===== src/rtl/scan_pkg.sv =====
package scan_pkg;

    localparam int ADDR_W = 8;

    typedef struct packed {
        logic              hs_n;
        logic              vs_n;
        logic              oe_n;
        logic              page;
        logic              disp;
        logic              ready;
        logic              we_n;
        logic              drv_en;
        logic [ADDR_W-1:0] lo;
        logic [ADDR_W-1:0] hi;
    } scan_out_t;

    localparam scan_out_t OUT_RESET = '{
        hs_n:   1'b1,
        vs_n:   1'b1,
        oe_n:   1'b1,
        page:   1'b1,
        disp:   1'b0,
        ready:  1'b0,
        we_n:   1'b1,
        drv_en: 1'b0,
        lo:     '0,
        hi:     '0
    };

endpackage


===== src/rtl/scan_htimer.sv =====
module scan_htimer #(
    parameter int H_TOTAL = 636,
    parameter int HW      = $clog2(H_TOTAL)
) (
    input  logic          clk,
    input  logic          rst_n,
    output logic [HW-1:0] h_q,
    output logic          h_last
);

    localparam logic [HW-1:0] LAST = HW'(H_TOTAL - 1);

    logic [HW-1:0] h_d;

    always_comb begin
        h_last = (h_q == LAST);
        h_d    = h_last ? '0 : h_q + 1'b1;
    end

    always_ff @(posedge clk or negedge rst_n) begin
        if (!rst_n) h_q <= '0;
        else        h_q <= h_d;
    end

endmodule


===== src/rtl/scan_vtimer.sv =====
module scan_vtimer #(
    parameter int V_TOTAL  = 525,
    parameter int ROWS     = 240,
    parameter int LINE_REP = 2,
    parameter int VW       = $clog2(V_TOTAL),
    parameter int RW       = 8
) (
    input  logic          clk,
    input  logic          rst_n,
    input  logic          adv,
    output logic [VW-1:0] v_q,
    output logic [RW-1:0] row_q,
    output logic          act_line,
    output logic          last_act
);

    localparam int            ACT_LINES = ROWS * LINE_REP;
    localparam int            REPW      = (LINE_REP > 1) ? $clog2(LINE_REP) : 1;
    localparam logic [VW-1:0] V_LAST    = VW'(V_TOTAL - 1);
    localparam logic [VW-1:0] V_ACT     = VW'(ACT_LINES);
    localparam logic [VW-1:0] V_ACT_END = VW'(ACT_LINES - 1);
    localparam logic [REPW-1:0] REP_LAST = REPW'(LINE_REP - 1);
    localparam logic [RW-1:0] ROW_LAST  = RW'(ROWS - 1);

    typedef struct packed {
        logic [VW-1:0]   v;
        logic [REPW-1:0] rep;
        logic [RW-1:0]   row;
    } vstate_t;

    vstate_t s_d, s_q;

    always_comb begin
        s_d = s_q;
        if (adv) begin
            if (s_q.v == V_LAST) begin
                s_d.v   = '0;
                s_d.rep = '0;
                s_d.row = '0;
            end else begin
                s_d.v = s_q.v + 1'b1;
                if (s_q.rep == REP_LAST) begin
                    s_d.rep = '0;
                    if (s_q.row != ROW_LAST) s_d.row = s_q.row + 1'b1;
                end else begin
                    s_d.rep = s_q.rep + 1'b1;
                end
            end
        end
    end

    always_ff @(posedge clk or negedge rst_n) begin
        if (!rst_n) s_q <= '0;
        else        s_q <= s_d;
    end

    assign v_q      = s_q.v;
    assign row_q    = s_q.row;
    assign act_line = (s_q.v < V_ACT);
    assign last_act = (s_q.v == V_ACT_END);


    row_step_chk: assert property (@(posedge clk) disable iff (!rst_n)
        ($past(adv) && act_line && $past(act_line)) |->
            (row_q == $past(row_q) || row_q == $past(row_q) + 1'b1));

endmodule


===== src/rtl/scan_page_ctrl.sv =====
module scan_page_ctrl (
    input  logic clk,
    input  logic rst_n,
    input  logic swap_req,
    input  logic flip_tick,
    output logic disp_q
);

    typedef struct packed {
        logic disp;
        logic pend;
    } pstate_t;

    pstate_t s_d, s_q;

    always_comb begin
        s_d      = s_q;
        s_d.pend = s_q.pend | swap_req;
        if (flip_tick) begin
            s_d.disp = s_q.disp ^ (s_q.pend | swap_req);
            s_d.pend = 1'b0;
        end
    end

    always_ff @(posedge clk or negedge rst_n) begin
        if (!rst_n) s_q <= '0;
        else        s_q <= s_d;
    end

    assign disp_q = s_q.disp;


    flip_only_vblank_chk: assert property (@(posedge clk) disable iff (!rst_n)
        (disp_q != $past(disp_q)) |-> $past(flip_tick));


    pend_clear_chk: assert property (@(posedge clk) disable iff (!rst_n)
        flip_tick |=> !s_q.pend);


    pend_hold_chk: assert property (@(posedge clk) disable iff (!rst_n)
        (swap_req && !flip_tick) |=> s_q.pend);

endmodule


===== src/rtl/dbuf_scanout.sv =====
module dbuf_scanout
    import scan_pkg::*;
#(
    parameter int H_SYNC    = 76,
    parameter int H_BACK    = 36,
    parameter int H_ACT     = 512,
    parameter int H_FRONT   = 12,
    parameter int HS_W      = 48,
    parameter int PIX_COUNT = 240,
    parameter int PIX_CLKS  = 2,
    parameter int GUARD     = 2,
    parameter int ROWS      = 240,
    parameter int LINE_REP  = 2,
    parameter int V_TOTAL   = 525,
    parameter int VS_START  = 490,
    parameter int VS_W      = 2
) (
    input  logic              clk,
    input  logic              rst_n,
    input  logic              swap_req,
    input  logic              host_wr,
    input  logic [ADDR_W-1:0] host_addr_lo,
    input  logic [ADDR_W-1:0] host_addr_hi,
    output logic [ADDR_W-1:0] sram_addr_lo,
    output logic [ADDR_W-1:0] sram_addr_hi,
    output logic              sram_page,
    output logic              sram_we_n,
    output logic              host_drv_en,
    output logic              dac_oe_n,
    output logic              hsync_n,
    output logic              vsync_n,
    output logic              mem_ready,
    output logic              disp_page
);

    localparam int H_TOTAL   = H_SYNC + H_BACK + H_ACT + H_FRONT;
    localparam int HW        = $clog2(H_TOTAL);
    localparam int VW        = $clog2(V_TOTAL);
    localparam int ACT_START = H_SYNC + H_BACK;
    localparam int PIX_END   = ACT_START + PIX_COUNT * PIX_CLKS;
    localparam int WIN_START = ACT_START - GUARD;
    localparam int SW        = (PIX_CLKS > 1) ? $clog2(PIX_CLKS) : 1;

    localparam logic [HW-1:0] C_HSW   = HW'(HS_W);
    localparam logic [HW-1:0] C_PRE   = HW'(ACT_START - 1);
    localparam logic [HW-1:0] C_ACT   = HW'(ACT_START);
    localparam logic [HW-1:0] C_PEND  = HW'(PIX_END);
    localparam logic [HW-1:0] C_WIN   = HW'(WIN_START);
    localparam logic [VW-1:0] C_VS0   = VW'(VS_START);
    localparam logic [VW-1:0] C_VS1   = VW'(VS_START + VS_W);
    localparam logic [SW-1:0] SUB_LAST = SW'(PIX_CLKS - 1);

    typedef struct packed {
        logic [ADDR_W-1:0] pix;
        logic [SW-1:0]     sub;
        logic [ADDR_W-1:0] row_hold;
        scan_out_t         out;
    } top_state_t;

    logic [HW-1:0]     h_q;
    logic              h_last;
    logic [VW-1:0]     v_q;
    logic [ADDR_W-1:0] row_q;
    logic              act_line;
    logic              last_act;
    logic              disp_q;
    logic              in_span;
    logic              in_win;
    logic              wr_ok;

    top_state_t s_d, s_q;

    scan_htimer #(
        .H_TOTAL (H_TOTAL),
        .HW      (HW)
    ) i_htimer (
        .clk    (clk),
        .rst_n  (rst_n),
        .h_q    (h_q),
        .h_last (h_last)
    );

    scan_vtimer #(
        .V_TOTAL  (V_TOTAL),
        .ROWS     (ROWS),
        .LINE_REP (LINE_REP),
        .VW       (VW),
        .RW       (ADDR_W)
    ) i_vtimer (
        .clk      (clk),
        .rst_n    (rst_n),
        .adv      (h_last),
        .v_q      (v_q),
        .row_q    (row_q),
        .act_line (act_line),
        .last_act (last_act)
    );

    scan_page_ctrl i_page (
        .clk       (clk),
        .rst_n     (rst_n),
        .swap_req  (swap_req),
        .flip_tick (h_last && last_act),
        .disp_q    (disp_q)
    );

    always_comb begin
        s_d     = s_q;
        in_span = act_line && (h_q >= C_ACT) && (h_q < C_PEND);
        in_win  = act_line && (h_q >= C_WIN) && (h_q < C_PEND);
        wr_ok   = host_wr && !in_win;

        // Row for this line is captured during the sync stage.
        if (h_q == '0) s_d.row_hold = row_q;

        // Column counter: cleared just before the pixel span, steps per pixel.
        if (h_q == C_PRE) begin
            s_d.pix = '0;
            s_d.sub = '0;
        end else if (in_span) begin
            if (s_q.sub == SUB_LAST) begin
                s_d.sub = '0;
                s_d.pix = s_q.pix + 1'b1;
            end else begin
                s_d.sub = s_q.sub + 1'b1;
            end
        end

        s_d.out.hs_n   = (h_q >= C_HSW);
        s_d.out.vs_n   = !((v_q >= C_VS0) && (v_q < C_VS1));
        s_d.out.oe_n   = !in_span;
        s_d.out.page   = in_span ? disp_q : !disp_q;
        s_d.out.disp   = disp_q;
        s_d.out.ready  = !in_win;
        s_d.out.we_n   = !wr_ok;
        s_d.out.drv_en = wr_ok;
        s_d.out.lo     = in_win ? (in_span ? s_q.pix : '0) : host_addr_lo;
        s_d.out.hi     = in_win ? s_q.row_hold : host_addr_hi;
    end

    always_ff @(posedge clk or negedge rst_n) begin
        if (!rst_n) begin
            s_q.pix      <= '0;
            s_q.sub      <= '0;
            s_q.row_hold <= '0;
            s_q.out      <= OUT_RESET;
        end else begin
            s_q <= s_d;
        end
    end

    assign sram_addr_lo = s_q.out.lo;
    assign sram_addr_hi = s_q.out.hi;
    assign sram_page    = s_q.out.page;
    assign sram_we_n    = s_q.out.we_n;
    assign host_drv_en  = s_q.out.drv_en;
    assign dac_oe_n     = s_q.out.oe_n;
    assign hsync_n      = s_q.out.hs_n;
    assign vsync_n      = s_q.out.vs_n;
    assign mem_ready    = s_q.out.ready;
    assign disp_page    = s_q.out.disp;


    oe_ready_chk: assert property (@(posedge clk) disable iff (!rst_n)
        !dac_oe_n |-> !mem_ready);


    drv_scan_chk: assert property (@(posedge clk) disable iff (!rst_n)
        host_drv_en |-> (dac_oe_n && mem_ready));


    addr_step_chk: assert property (@(posedge clk) disable iff (!rst_n)
        (!dac_oe_n && !$past(dac_oe_n)) |->
            (sram_addr_lo == $past(sram_addr_lo) ||
             sram_addr_lo == $past(sram_addr_lo) + 1'b1));


    guard_chk: assert property (@(posedge clk) disable iff (!rst_n)
        $fell(mem_ready) |-> dac_oe_n);


    page_span_chk: assert property (@(posedge clk) disable iff (!rst_n)
        !dac_oe_n |-> (sram_page == disp_page));

endmodule


===== config.mk =====
export PLATFORM = sky130hd
export DESIGN_NAME = dbuf_scanout
export DESIGN_NICKNAME = d
export VERILOG_FILES = /design/src/rtl/scan_pkg.sv /design/src/rtl/scan_htimer.sv /design/src/rtl/scan_vtimer.sv /design/src/rtl/scan_page_ctrl.sv /design/src/rtl/dbuf_scanout.sv
export SDC_FILE = /design/constraint.sdc
export NUM_CORES = 1
export LEC_CHECK = 0
export ABC_AREA = 0
export BUFFER_PORTS_ARGS = -buffer_cell sky130_fd_sc_hd__buf_2
export CORE_MARGIN = 3
export CORE_UTILIZATION = 45
export DETAILED_ROUTE_END_ITERATION = 16
export SYNTH_ARGS = -nofsm -noshare
export SYNTH_HDL_FRONTEND = slang
export SYNTH_SLANG_ARGS = --single-unit
export TNS_END_PERCENT = 100

===== constraint.sdc =====
create_clock -name clk -period 6.05 [get_ports clk]
set_input_delay 0.605 -clock clk [delete_from_list [all_inputs] [get_ports clk]]
set_output_delay 0.605 -clock clk [all_outputs]
set_load 0.02 [all_outputs]

==> impl_metrics.toml <==
[drt]
routed-wl-met2_um = 2600
vias = 2296
drtIter0Drc = 77
drtPass1Iterations = 4
postRouteAntennaNets = 0
wl_met1_um = 2981
highest_layer = "met4"
drt-vias-per-instance = 5.230
wl_um = 5999
drc_errors = 0
wl_met3_um = 296
wire_per_inst_um = 13.67

[layout]
antenna_cells = 0
layout.cells.non_filler = 439
drive_gt1_frac = 0.2676
nets = 362
utilization = 0.5168
area_delta_synth_final_pct = 9.812

[place]
dp_hpwl_um = 4193
placed_cells = 423
io_buffers = 43
gp_congestion = 0.7997

[setup_path]
cp_cell_sequence = "o21a_1, o31ai_1, nand3_1, mux2_2"
critical_path.top_delay_family = "compound AO/OA/AOI/OAI gates"
crit_arrival_ns = 3.18
critPathLaunch = "i_htimer.h_q[4]"
crit_type = "register to register"
worst_setup_path_end_kind = "register"
r2r_setup_slack_ns = 3.09
cp_slowest_cell = "o31ai_1"
path_buf_inv = 0
cp_slowest_stage_delay_ns = 0.82
ff2ff_path_depth = 4
start_kind = "register"
crit_fanout = 19
crit_required_ns = 6.27
cp.depth = 4
reg2reg_from = "i_htimer.h_q[4]"

[yosys]
yosys.area.top_type = "dfrtp_1"
yosys.area.top_type_share = 0.4834
synth_nets = 338
synthTopCellsByArea = "dfrtp_1 48%, mux2_2 5.2%, dfstp_2 3.8%, buf_4 3.7%, nand3_1 2.6%"
syn_area_per_cell_um2 = 11.15
ys_types = 50
synthFlopType = "dfrtp_1"
ys_seq_area_frac = 0.5213
synth_edf_count = 0
ys_warn_count = 0
ys_top_cells_by_count = "67 x dfrtp_1, 21 x nand2_1, 19 x nor2_1"
ys_ff_latch = 72
syn_inst = 311
syn_area_mm2 = 0.003468
synth_most_common_cell = "dfrtp_1"
synthArstFlopShare = 1.000

[clock_tree]
cts_buffers = 9
post_cts_resized = 0
clkLatencyLatePin_ns = 0.34
cts_tree = "built"
post_cts.repair.setup_buffers = 0
clkSinkCount = 72
clk_pin_slew_worst_paths_ns = 0.07
cts_root_buf = "clkbuf_8"
cts_max_level = 3
postCtsHoldBufs = 0
clockBufferDepth = 2

[floorplan]
core-area_mm2 = 0.007370
initial_core_util = 0.4706
rows = 31
die_h_um = 93.79
fp.dieW_um = 93.79
ios = 44
die_area_mm2 = 0.008797

[sta]
fin_skew_ns = 0.007156
fin_tns_setup_ns = 0
finalSetupViolCount = 0
max_freq_mhz = 338.0
whs_ns = 0.4099
finalMaxSlewViolations = 0
grt_setup_unrepaired = "false"
worst_pin_slew_ns = 1.031
timing.final.crit_share = 0.4890
maxSlewHeadroom = 0.3069
final-hold-violation-count = 0
fin_crit_ns = 2.958

[min_path]
worstHoldStart = "host_wr"
hold_depth = 2
hp-class = "input port to register"

[run]
drv_cap = 0

[global_route]
grt_pass1_vias = 2274
grtUsageTotal = 0.1491
antenna_found_initial = 0
grt_first_pass_wirelength_um = 10350
grt_max_degree = 73
gr-total-overflow = 0

[pwr]
ir_worst_vdd_mv = 0.09497
powerDensity_mw_per_mm2 = 242.7
leakagePower_nw = 1.740
total_power_w = 0.0009245

[run_status]
status = "complete, no violations"
## worst register-to-register path, cell delays in order, from the launching register on
cell     delay (ns)
dfrtp_1        0.48
o21a_1         0.22
o31ai_1        0.82
nand3_1        0.81
mux2_2         0.52
## logic make-up (layout without fill, tap and decap cells)
kind of cell               count (synthesis)  in the layout  synth area share
buffers and inverters                     41             70           0.07179
muxes                                     24             24           0.07504
and+or+nand+nor                          112            112            0.1876
xor gates and xnor gates                  15             15           0.03788
DFF                                       72             72            0.5213
adders and majority gates                  7              7           0.02525
AOI/OAI and AO/OA                         40             40           0.08117
## state kept, by name, summed over array words and instances (netlist names)
signal	flops
dac_oe_n	1
disp_page	1
host_drv_en	1
hsync_n	1
i_htimer.h_q	10
i_page.disp_q	1
i_page.s_q	1
i_vtimer.row_q	8
i_vtimer.s_q	1
i_vtimer.v_q	10
mem_ready	1
s_q	17
sram_addr_hi	8
sram_addr_lo	8
sram_page	1
sram_we_n	1
vsync_n	1
## cell usage in the layout (no fill, tap or decap), types with 6 or more instances in the layout
cell	instances
nand4_1	9
xor2_1	9
inv_1	10
clkbuf_8	9
nand3_1	18
buf_2	43
mux2_2	16
ha_1	7
o21ai_0	6
or4_1	6
nand2_1	21
dfrtp_1	67
nor2_1	19
a22o_1	8
xnor2_1	6
mux2i_1	8
a21oi_1	8
o31ai_1	7
nor3_1	6
## routing by layer
layer | vias up | global-route usage
met4 | 0 | 0.07581
met2 | 51 | 0.2271
met1 | 1085 | 0.1957
met5 | - | 0
met3 | 13 | 0.03846
li1 | 1147 | -
## path summary, 6_finish.rpt
check                                  end
setup / recovery           sram_addr_hi[7]
hold / removal                   sram_we_n
setup reg to reg           sram_addr_hi[7]
hold reg to reg                  disp_page
max in group asynchronous  i_htimer.h_q[6]
min in group asynchronous  sram_addr_hi[3]
## per-stage QoR
stage | instance area [µm²] | setup slack [ns]
floorplan | 3468 | 4.131
global placement | 3603 | 3.188
detailed placement | 3603 | 3.064
CTS | 3809 | 3.068
global route | 3809 | 2.764
finish | 3809 | 3.092
## layout make-up
| class | count | area, µm² |
|---|---|---|
| well taps | 99 | 123.9 |
| inverters | 10 | 37.54 |
| clock buffers | 12 | 135.1 |
| clock inverters | 4 | 70.07 |
| multi-input cells | 198 | 1411 |
| fillers | 660 | 3561 |
| flip-flops and latches | 72 | 1808 |
| repair buffers | 44 | 222.7 |
## power breakdown
part	internal (W)	total, W	leakage (nW)	switching (W)
Sequential	0.000489	0.000490	0.920	0.00000165
Combinational	0.0000138	0.0000366	0.716	0.0000229
Clock	0.000231	0.000397	0.104	0.000166
No activity file was read; power rests on OpenSTA's default activity.
